**src/rtl/fpgacfg_pkg.sv**
```systemverilog
package fpgacfg_pkg;

    typedef enum logic [2:0] {
        ST_IDLE,
        ST_PROG,
        ST_CLEAR,
        ST_FETCH,
        ST_SETUP,
        ST_HIGH,
        ST_LOW,
        ST_DRAIN
    } cfg_state_e;

    typedef enum logic [1:0] {
        RES_OK           = 2'd0,
        RES_NO_CLEAR_ACK = 2'd1,
        RES_NOT_DONE     = 2'd2
    } cfg_result_e;

endpackage

```
**src/rtl/fpgacfg_sync.sv**
```systemverilog
// Multi-stage synchronizer for the asynchronous status pin.
module fpgacfg_sync #(
    parameter int STAGES = 2
) (
    input  logic clk,
    input  logic rst_n,
    input  logic async_in,
    output logic sync_out
);
    logic [STAGES-1:0] stg_d, stg_q;

    generate
        if (STAGES == 1) begin : g_single
            always_comb stg_d = async_in;
        end else begin : g_chain
            always_comb stg_d = {stg_q[STAGES-2:0], async_in};
        end
    endgenerate

    always_ff @(posedge clk or negedge rst_n) begin
        if (!rst_n) stg_q <= '0;
        else        stg_q <= stg_d;
    end

    assign sync_out = stg_q[STAGES-1];
endmodule

```
**src/rtl/fpgacfg_timer.sv**
```systemverilog
// Down-counter: loaded with N-1, expired in the N-th cycle after the load.
module fpgacfg_timer #(
    parameter int W = 8
) (
    input  logic         clk,
    input  logic         rst_n,
    input  logic         load,
    input  logic [W-1:0] load_val,
    output logic         expired
);
    logic [W-1:0] cnt_d, cnt_q;

    always_comb begin
        cnt_d = cnt_q;
        if (load)              cnt_d = load_val;
        else if (cnt_q != '0)  cnt_d = cnt_q - 1'b1;
    end

    always_ff @(posedge clk or negedge rst_n) begin
        if (!rst_n) cnt_q <= '0;
        else        cnt_q <= cnt_d;
    end

    assign expired = (cnt_q == '0);
endmodule

```
**src/rtl/fpgacfg_shifter.sv**
```systemverilog
// Holds one byte and presents it MSB first, one bit per shift.
module fpgacfg_shifter (
    input  logic       clk,
    input  logic       rst_n,
    input  logic       load,
    input  logic [7:0] load_byte,
    input  logic       shift,
    output logic       bit_out,
    output logic       last_bit
);
    typedef struct packed {
        logic [7:0] data;
        logic [2:0] idx;
    } sh_t;

    sh_t sh_d, sh_q;

    always_comb begin
        sh_d = sh_q;
        if (load) begin
            sh_d.data = load_byte;
            sh_d.idx  = 3'd0;
        end else if (shift) begin
            sh_d.data = {sh_q.data[6:0], 1'b0};
            sh_d.idx  = sh_q.idx + 3'd1;
        end
    end

    always_ff @(posedge clk or negedge rst_n) begin
        if (!rst_n) sh_q <= '0;
        else        sh_q <= sh_d;
    end

    assign bit_out  = sh_q.data[7];
    assign last_bit = (sh_q.idx == 3'd7);
endmodule

```
**src/rtl/fpgacfg_master.sv**
```systemverilog
module fpgacfg_master
    import fpgacfg_pkg::*;
#(
    parameter int CLEAR_CYCLES = 5_000_000,
    parameter int PH_W         = 8,
    parameter int CNT_W        = 24,
    parameter int SYNC_STAGES  = 2
) (
    input  logic             clk,
    input  logic             rst_n,
    input  logic             start,
    input  logic [CNT_W-1:0] byte_total,
    input  logic [PH_W-1:0]  phase_cycles,
    input  logic [7:0]       in_data,
    input  logic             in_valid,
    output logic             in_ready,
    output logic             cfg_prog_n,
    output logic             cfg_cclk,
    output logic             cfg_din,
    output logic             cfg_cs,
    input  logic             cfg_status,
    output logic             busy,
    output logic             done,
    output logic             ok,
    output logic [1:0]       err_code
);
    localparam int CLR_W        = $clog2(CLEAR_CYCLES + 1);
    localparam int TMR_W        = (CLR_W > PH_W + 1) ? CLR_W : PH_W + 1;
    localparam int DRAIN_CYCLES = SYNC_STAGES + 2;

    localparam logic [TMR_W-1:0] T_ONE      = TMR_W'(1);
    localparam logic [TMR_W-1:0] CLEAR_M1   = TMR_W'(CLEAR_CYCLES - 1);
    localparam logic [TMR_W-1:0] DRAIN_M1   = TMR_W'(DRAIN_CYCLES - 1);

    typedef struct packed {
        cfg_state_e  state;
        logic [CNT_W-1:0] bytes_left;
        logic [PH_W-1:0]  ph;
        logic        done;
        cfg_result_e err;
        logic        cs;
    } ctl_t;

    ctl_t r_d, r_q;

    logic             status_s;
    logic             tmr_load;
    logic [TMR_W-1:0] tmr_val;
    logic             tmr_done;
    logic             sh_load;
    logic             sh_shift;
    logic             sh_bit;
    logic             sh_last;
    logic [PH_W-1:0]  ph_in;
    logic [TMR_W-1:0] ph_m1;
    logic [TMR_W-1:0] hi_m1;

    fpgacfg_sync #(.STAGES(SYNC_STAGES)) u_sync (
        .clk      (clk),
        .rst_n    (rst_n),
        .async_in (cfg_status),
        .sync_out (status_s)
    );

    fpgacfg_timer #(.W(TMR_W)) u_timer (
        .clk      (clk),
        .rst_n    (rst_n),
        .load     (tmr_load),
        .load_val (tmr_val),
        .expired  (tmr_done)
    );

    fpgacfg_shifter u_shift (
        .clk       (clk),
        .rst_n     (rst_n),
        .load      (sh_load),
        .load_byte (in_data),
        .shift     (sh_shift),
        .bit_out   (sh_bit),
        .last_bit  (sh_last)
    );

    assign ph_in = (phase_cycles == '0) ? PH_W'(1) : phase_cycles;
    assign ph_m1 = TMR_W'(r_q.ph) - T_ONE;
    assign hi_m1 = (TMR_W'(r_q.ph) << 1) - T_ONE;

    always_comb begin
        r_d      = r_q;
        tmr_load = 1'b0;
        tmr_val  = '0;
        sh_load  = 1'b0;
        sh_shift = 1'b0;
        unique case (r_q.state)
            ST_IDLE: begin
                if (start) begin
                    r_d.state      = ST_PROG;
                    r_d.bytes_left = byte_total;
                    r_d.ph         = ph_in;
                    r_d.done       = 1'b0;
                    r_d.err        = RES_OK;
                    r_d.cs         = 1'b1;
                    tmr_load       = 1'b1;
                    tmr_val        = TMR_W'(ph_in) - T_ONE;
                end
            end
            ST_PROG: begin
                if (tmr_done) begin
                    r_d.state = ST_CLEAR;
                    tmr_load  = 1'b1;
                    tmr_val   = CLEAR_M1;
                end
            end
            ST_CLEAR: begin
                if (tmr_done) begin
                    if (status_s) begin
                        r_d.state = ST_IDLE;
                        r_d.done  = 1'b1;
                        r_d.cs    = 1'b0;
                        r_d.err   = RES_NO_CLEAR_ACK;
                    end else if (r_q.bytes_left == '0) begin
                        r_d.state = ST_DRAIN;
                        tmr_load  = 1'b1;
                        tmr_val   = DRAIN_M1;
                    end else begin
                        r_d.state = ST_FETCH;
                    end
                end
            end
            ST_FETCH: begin
                if (in_valid) begin
                    sh_load        = 1'b1;
                    r_d.bytes_left = r_q.bytes_left - 1'b1;
                    r_d.state      = ST_SETUP;
                    tmr_load       = 1'b1;
                    tmr_val        = ph_m1;
                end
            end
            ST_SETUP: begin
                if (tmr_done) begin
                    r_d.state = ST_HIGH;
                    tmr_load  = 1'b1;
                    tmr_val   = hi_m1;
                end
            end
            ST_HIGH: begin
                if (tmr_done) begin
                    r_d.state = ST_LOW;
                    tmr_load  = 1'b1;
                    tmr_val   = ph_m1;
                end
            end
            ST_LOW: begin
                if (tmr_done) begin
                    if (!sh_last) begin
                        sh_shift  = 1'b1;
                        r_d.state = ST_SETUP;
                        tmr_load  = 1'b1;
                        tmr_val   = ph_m1;
                    end else if (r_q.bytes_left == '0) begin
                        r_d.state = ST_DRAIN;
                        tmr_load  = 1'b1;
                        tmr_val   = DRAIN_M1;
                    end else begin
                        r_d.state = ST_FETCH;
                    end
                end
            end
            ST_DRAIN: begin
                if (tmr_done) begin
                    r_d.state = ST_IDLE;
                    r_d.done  = 1'b1;
                    r_d.cs    = 1'b0;
                    r_d.err   = status_s ? RES_OK : RES_NOT_DONE;
                end
            end
            default: r_d.state = ST_IDLE;
        endcase
    end

    always_ff @(posedge clk or negedge rst_n) begin
        if (!rst_n) begin
            r_q.state      <= ST_IDLE;
            r_q.bytes_left <= '0;
            r_q.ph         <= PH_W'(1);
            r_q.done       <= 1'b0;
            r_q.err        <= RES_OK;
            r_q.cs         <= 1'b0;
        end else begin
            r_q <= r_d;
        end
    end

    assign in_ready   = (r_q.state == ST_FETCH);
    assign cfg_prog_n = (r_q.state != ST_PROG);
    assign cfg_cclk   = (r_q.state == ST_HIGH);
    assign cfg_din    = sh_bit;
    assign cfg_cs     = r_q.cs;
    assign busy       = (r_q.state != ST_IDLE);
    assign done       = r_q.done;
    assign ok         = r_q.done && (r_q.err == RES_OK);
    assign err_code   = r_q.err;
endmodule

```
**config.mk**
```make
export PLATFORM = sky130hd
export DESIGN_NAME = fpgacfg_master
export DESIGN_NICKNAME = d
export VERILOG_FILES = /design/src/rtl/fpgacfg_pkg.sv /design/src/rtl/fpgacfg_sync.sv /design/src/rtl/fpgacfg_timer.sv /design/src/rtl/fpgacfg_shifter.sv /design/src/rtl/fpgacfg_master.sv
export SDC_FILE = /design/constraint.sdc
export NUM_CORES = 1
export LEC_CHECK = 0
export ABC_AREA = 1
export CAP_MARGIN = 5
export CORE_MARGIN = 3
export CORE_UTILIZATION = 42
export CTS_BUF_LIST = sky130_fd_sc_hd__clkbuf_8 sky130_fd_sc_hd__clkbuf_16
export CTS_CLUSTER_SIZE = 12
export DETAILED_ROUTE_END_ITERATION = 16
export PLACE_DENSITY = 0.59
export SYNTH_ARGS = -nofsm -noshare
export SYNTH_HDL_FRONTEND = slang
export SYNTH_SLANG_ARGS = --single-unit
```
**constraint.sdc**
```tcl
create_clock -name clk -period 2.23 [get_ports clk]
set_input_delay 0.446 -clock clk [delete_from_list [all_inputs] [get_ports clk]]
set_output_delay 0.446 -clock clk [all_outputs]
set_load 0.05 [all_outputs]
```
Yosys cells after proc, flatten, opt, wreduce, memory -nomap -nowiden
Index checks and enable logic that the tools add are counted.
W data, S select, Z words.
- register bits after elaboration: 75
- bits in latches: 0
- memory bits (writable): 0
- bits in read-only memories: 0
- input port bits: 45
- output and inout port bits: 10
- word-level logic and storage cells: 98
- memories kept: 0
- add/subtract/negate cells: 6
- multiply operators: 0
- div/mod/pow operators: 0
- order comparisons: 0
- equality and inequality tests: 18
- shift operators: 0
- mux-type cells: 47
- bitwise operators: 0
- reduce and logical (&&, ||, !) cells: 17
- operators with widths (kind ; number):
    $mux W23 ; 9
    $pmux W23 S7 ; 1
    $pmux W24 S2 ; 1
    $mux W39 ; 1
    $mux W27 ; 1
    $mux W3 ; 9
    $logic_not A24 Y1 ; 1
    $pmux W3 S8 ; 1
    $sub A24 B1 Y24 const B ; 1
    $logic_not A23 Y1 ; 1
    $reduce_bool A23 Y1 ; 1
    $sub A23 B1 Y23 const B ; 1
    $mux W11 ; 2
    $sub A8 B1 Y9 const B ; 2
    $eq A3 B3 Y1 const B ; 5
    $ne A2 B2 Y1 const B ; 7
    $mux W1 ; 12
    $mux W4 ; 3
    $pmux W4 S3 ; 1
    $sub A9 B1 Y10 const B ; 1
    $logic_not A8 Y1 ; 1
    $mux W2 ; 4
    $mux W8 ; 1
    $reduce_and A8 Y1 ; 1
    other kinds (15) ; 20

Longest topological paths before layout
Gate-level depths: netlist (run 1).
- depth after elaboration: 6
- mapped depth: 13
- mapped depth without buffers: 13

By module
Synthesis (run 1) repeated with hierarchy kept, for this count alone.
- cell total of the unflattened synthesis: 781
- area, all modules: 5216.3 um^2
- modules (own cells, without submodules) (module ; instances ; cells each ; area an instance (um^2) ; seq. area each (um^2)):
    fpgacfg_master ; 1 ; 486 ; 3078.0 ; 977.2
    fpgacfg_timer ; 1 ; 235 ; 1571.5 ; 575.6
    fpgacfg_shifter ; 1 ; 58 ; 516.7 ; 275.3
    fpgacfg_sync ; 1 ; 2 ; 50.0 ; 50.0

Least setup slack after synthesis (run 1)
OpenSTA, ideal clock, no wires.
- path kind: register -> output
- start point: register done (netlist name)
- end point: output port ok
- data arrival time: 1801 ps
- data required time: 1784 ps
- slack: -17 ps
- stages on the path, launching flop included: 3
- path buffers: 0
- cell sequence: dfrtp_1 > inv_1 > nor3_1
- word-level cells in the longest chain between the ends: 1
- RTL lines (element ; line ; text):
    $logic_and A1 B1 Y1 ; fpgacfg_master.sv:200 ; assign ok = r_q.done && (r_q.err == RES_OK);
    to (decl) ; fpgacfg_master.sv:24 ; output logic ok,
No other way between the ends.

Worst setup path in the final report (run 1)
- start point: register u_timer.cnt_q[0]
- end point: register u_timer.cnt_q[17]
- word-level cells in the longest chain between the ends: 4
- elaborated cells on any way between the ends: 14
- classes of those cells: add/sub (1); mux (10); reduce/logical (3)
- RTL lines (element ; line ; text):
    from (decl) ; fpgacfg_timer.sv:11 ; logic [W-1:0] cnt_d, cnt_q;
    from (signal assigned) ; fpgacfg_timer.sv:21 ; else cnt_q <= cnt_d;
    branches (longest 4 deep; another with $sub A23 B1 Y23) ; n/a ;
Several ways; the timed one is not identified. The select of a mux whose other input is x is not followed.
A chain may end at the register's enable or synchronous reset.

==> out/metrics.csv, run 1 <==
metric,value,unit
rr_worst_depth,11,
cp_data_required_time,2.49,ns
area_growth,23.1,%
multi_input_area,2910,sq um
power,8300,uW
netlist_area,5130,sq um
fin_ws,0.0963,ns
ys_seq_area_frac,0.366,
synth_edf_count,0,
drt-initial-drc-count,294,
clock_skew,0.00805,ns
dieArea,13600,sq um
final_nets,818,
cts_inserted_buffers,9,
drive_above_1_share,0.137,
drv_cap,0,
clock-sinks,75,
worstPathArrival,2.39,ns
p_leak,0.00296,uW
start_util,0.440,
period_needed,2.13,ns
synth_flop_cell,dfrtp_1,
endpoint_kind,flip-flop,
critPathLaunch,u_timer.cnt_q[0],
status,finished clean,
slew_headroom,0.666,
gr-usage-all-layers,0.207,
n_fill_cell,1139,
rows,39,
path_buf_inv,2,
pre_cts_slack,0.00303,ns
cts_root_buffer,clkbuf_16,
crit_end,u_timer.cnt_q[17],
fmaxAchievable,469,MHz
path_depth,11,
layoutNonFillerInstCount,915,
p_per_area,1320,nW/um^2
critPathKind,flip-flop to flip-flop,
worstPathMaxFanout,8,
ios,55,
ant_nets,0,
fin_tns_setup,0,ns
wl_per_cell,15.0,microns
synth.top_cell.area_share,0.361,
finalCritPeriodShare,0.957,
cts_max_level,3,
synth_top_area_cell,dfrtp_1,
n_antenna_cell,0,
fin_hold_ws,0.0624,ns
yosysWarnings,0,
drv_slew,0,
ys_top_cells_by_area,"dfrtp_1 (36%), nand2_1 (10%), nor2_1 (7.7%)",
worstMarginPinSlew,0.500,ns
cp_cell_sequence,inv_1 > ha_2 > nand2_2 > nor2_4 > nand3b_4 > nor2_8 > nand3b_1 > o21ai_0 > nor2_2 > buf_12 > a21oi_1,
synth-async-reset-ratio,1.00,
ctsHoldBuffers,0,
antenna_found_initial,0,
rsz0062_at_grt,no,
hold_viol,0,
synthCells,695,
critPathMaxStageDelay,0.39,ns
reg2reg_setup_slack,0.1,ns
cts.path.max_buffers,2,
syn-num-nets,746,
synth_cell_types,47,
cp-start-kind,flip-flop,
ys_seq_elements,75,
io_buffers,54,
cts_tree,built,
grt_max_degree,41,
first_global_vias,4586,
setup_viol,0,
die_y,116,microns
placedCellCount,891,
cp_top_family,simple AND/OR/NAND/NOR gates,
seq_area,1880,sq um
peakVddDrop,1000,uV
dp_hpwl,10.1,mm
vias,4912,
place_congestion,0.905,
crit_slowest_cell,dfrtp_1,
r2r-end,u_timer.cnt_q[17],
drc,0,
grt_pass1_wl,22.2,mm
die_x,116,microns
clk_pin_slew_worst_paths,0.06,ns
coreArea,11700,sq um
clock_latency,0.35,ns
drt_wl_total,13.8,mm
grt-ovfl-total,0,
reg2reg_from,u_timer.cnt_q[0],
viasPerCell,5.37,
syn_avg_cell_area,7.38,sq um
hold_class,input port to async pin,
dr.pass1.iters,5,
==> cell families after synthesis <==
family,synth area share
AOI/OAI and AO/OA,0.150
and+or+nand+nor,0.334
DFF,0.366
buffers and inverters,0.0710
xor gates and xnor gates,0.0632
adders and majority gates,0.0146
==> layout by cell type (no fill, tap or decap), types with 6 or more instances in the layout <==
| cell | Yosys | routed |
|---|---|---|
| nand2_1 | 141 | 140 |
| nor2_1 | 105 | 105 |
| dfrtp_1 | 74 | 73 |
| inv_1 | 55 | 55 |
| a21oi_1 | 51 | 51 |
| clkdlybuf4s50_1 | 0 | 48 |
| nand3_1 | 43 | 43 |
| o21ai_0 | 40 | 40 |
| xor2_1 | 24 | 24 |
| buf_4 | 3 | 24 |
| nor3_1 | 17 | 16 |
| nand4_1 | 14 | 14 |
| nor2_2 | 13 | 13 |
| xnor2_1 | 13 | 13 |
| a22oi_1 | 12 | 12 |
| clkbuf_16 | 0 | 9 |
| inv_2 | 8 | 8 |
| nor2_4 | 6 | 7 |
| a31oi_1 | 7 | 7 |
| nand2_2 | 5 | 6 |
| nand2_4 | 6 | 6 |
| buf_12 | 0 | 6 |
==> cell usage after synthesis (5+ instances only) <==
cell and n:
a21oi_1 51, a22oi_1 12, a31oi_1 7, buf_2 8
dfrtp_1 74, ha_1 6, inv_1 55, inv_2 8
nand2_1 141, nand2_2 5, nand2_4 6, nand3_1 43
nand4_1 14, nor2_1 105, nor2_2 13, nor2_4 6
nor3_1 17, o21ai_0 40, xnor2_1 13, xor2_1 24
==> stage by stage <==
| step | utilization | instance area [sq um] |
|---|---|---|
| 6_report | 0.541 | 6310 |
| 5_1_grt | 0.541 | 6310 |
| 4_1_cts | 0.534 | 6220 |
| 3_5_place_dp | 0.508 | 5920 |
| 3_3_place_gp | 0.508 | 5920 |
| 2_1_floorplan | - | 5130 |
==> power breakdown <==
group          internal, uW  switching (uW)
combinational          1530            2720
clock                   897             607
sequential             1970             567
total                  4400            3900
==> area by class of cell <==
type,instances,share of cell area
repair buffers,79,0.126
clock buffers,10,0.0379
well taps,143,0.0283
multi-input cells,537,0.461
flip-flops and latches,75,0.298
clock inverters,6,0.0103
inverters,65,0.0394
==> layer usage <==
metal / vias to the layer above / share of wire / GRT usage
met1: 2300 / 0.47 / 0.285
met2: 139 / 0.47 / 0.332
met5: - / 0 / 0
li1: 2451 / - / -
met3: 22 / 0.047 / 0.0383
met4: 0 / 0.016 / 0.0611
==> worst min-delay path by stage <==
stage / slack [ns] / end / cells after the start / from
3_5_place_dp: 0.36 / u_sync.stg_q[1] / 0 / u_sync.stg_q[0]
6_report: 0.06 / r_q[30] / 1 / rst_n
2_1_floorplan: 0.15 / cfg_cs / 0 / rst_n
3_3_place_gp: 0.34 / u_sync.stg_q[1] / 0 / u_sync.stg_q[0]
4_1_cts: 0.08 / r_q[31] / 1 / rst_n
5_1_grt: 0.1 / r_q[31] / 1 / rst_n
==> what timing repair did <==
action                                  in CTS  in global routing
endpoints found under the setup margin       0                 26
gates resized for setup                      0                  5
buffers inserted                             0                  7
==> sequential cells by signal, indices dropped and copies added (netlist names) <==
name,cells
r_q,35
u_timer.cnt_q,23
u_shift.sh_q,10
err_code,2
u_sync.stg_q,2
cfg_cs,1
done,1
u_shift.bit_out,1
Note: power is estimated with default switching activity, not from simulation.
==> run 2, diff against run 1 <==
Settings changed: PLACE_DENSITY 0.59 to 0.73.
==> out/metrics.csv, run 2 (synthesis results as in run 1) <==
metric,value,unit
setup_viol,0,
cts_inserted_buffers,9,
largestRegisters,"r_q x35, u_timer.cnt_q x23, u_shift.sh_q x10",
die_y,116,microns
drv_slew,0,
fin_tns_setup,0,ns
largest_reg_flops,35,
ios,55,
rows,39,
vias,5034,
n_antenna_cell,0,
drt_wl_total,13.6,mm
worstPathArrival,1.74,ns
hold_class,input port to async pin,
viasPerCell,5.52,
worstMarginPinSlew,0.505,ns
dr.pass1.iters,5,
hold_viol,0,
drive_above_1_share,0.134,
ant_nets,0,
p_switching,3880,uW
drc,0,
area_growth,22.7,%
gr-usage-all-layers,0.204,
clock-sinks,75,
slew_headroom,0.663,
place_congestion,0.974,
layout_common_cells,"nand2_1 (141), nor2_1 (104), dfrtp_1 (73)",
power,8310,uW
coreArea,11700,sq um
final_nets,816,
endpoint_kind,primary output,
cts_tree,built,
clk_pin_slew_worst_paths,0.06,ns
dieArea,13600,sq um
antenna_found_initial,0,
fmaxAchievable,458,MHz
period_needed,2.19,ns
drv_cap,0,
start_util,0.440,
intPower,4430,uW
ctsHoldBuffers,0,
cts_root_buffer,clkbuf_16,
critPathKind,flip-flop to primary output,
seq_power_share,0.308,
pre_cts_slack,-0.00631,ns
p_leak,0.00294,uW
clock_skew,0.00439,ns
swShare,0.467,
die_x,116,microns
cts.path.max_buffers,2,
clkPwrFrac,0.182,
cts_max_level,3,
fin_ws,0.0446,ns
status,finished clean,
grt_pass1_wl,22.0,mm
peakVddDrop,1000,uV
cp_data_required_time,1.78,ns
worstPathMaxFanout,8,
top_register,r_q,
p_per_area,1320,nW/um^2
io_buffers,54,
first_global_vias,4666,
grt_max_degree,34,
fin_hold_ws,0.0337,ns
final_common_cell,nand2_1,
wl_per_cell,14.9,microns
clock_latency,0.35,ns
grt-ovfl-total,0,
dp_hpwl,9.98,mm
cp-start-kind,flip-flop,
drt-initial-drc-count,331,
pwr-share-comb,0.510,
finalCritPeriodShare,0.980,
-- run 2: timing repair --
item / in CTS / in global routing
endpoints found under the setup margin: 0 / 26
buffers inserted: 0 / 7
gates resized for setup: 0 / 5
-- run 2: power groups by stage --
stage | Combinational [uW] | Sequential (uW) | Clock (uW)
final | 4240 | 2560 | 1510
after global routing | 4680 | 2650 | 1600
after CTS | 4190 | 2550 | 1540
after detailed placement | 4160 | 2570 | 0
after global placement | 4050 | 2530 | 0
after floorplan | 3110 | 2510 | 0
-- run 2: routing by layer --
layer | global-route usage | wire length, microns | part of all wire
met3 | 0.0295 | 797 | 0.058
met5 | 0 | 0 | 0
met4 | 0.0820 | 300 | 0.022
met2 | 0.329 | 6520 | 0.48
met1 | 0.275 | 6010 | 0.44
-- run 2: critical path, stage by stage, from the launching register on --
cell,delay [ns]
dfrtp_1,0.49
inv_2,0.15
nor2_2,0.17
nand2_1,0.15
inv_1,0.25
buf_12,0.18
-- run 2: through the flow --
| step | area (sq um) | std cells | util |
|---|---|---|---|
| 5_1_grt | 6290 | 912 | 0.539 |
| 2_1_floorplan | 5130 | 695 | - |
| 3_3_place_gp | 5910 | 890 | 0.507 |
| 4_1_cts | 6220 | 905 | 0.533 |
| 3_5_place_dp | 5910 | 890 | 0.507 |
| 6_report | 6290 | 912 | 0.539 |
-- run 2: layout make-up --
class | instances | area, sq um
fillers | 1096 | 5370
multi-input cells | 536 | 2890
flip-flops and latches | 75 | 1880
repair buffers | 78 | 786
clock buffers | 11 | 253
inverters | 65 | 249
well taps | 143 | 179
clock inverters | 4 | 50.0
-- run 2: final timing paths --
kind / start / endpoint / slack [ns] / depth (start not counted)
setup / recovery: r_q[38] / cfg_cclk / 0.04 / 5
hold / removal: rst_n / u_timer.cnt_q[10] / 0.03 / 1
setup reg to reg: r_q[4] / u_timer.cnt_q[22] / 0.15 / 9
hold reg to reg: u_sync.stg_q[0] / u_sync.stg_q[1] / 0.36 / 0
max in group asynchronous: rst_n / r_q[4] / 1.51 / 2
min in group clk: u_sync.stg_q[0] / u_sync.stg_q[1] / 0.36 / 0
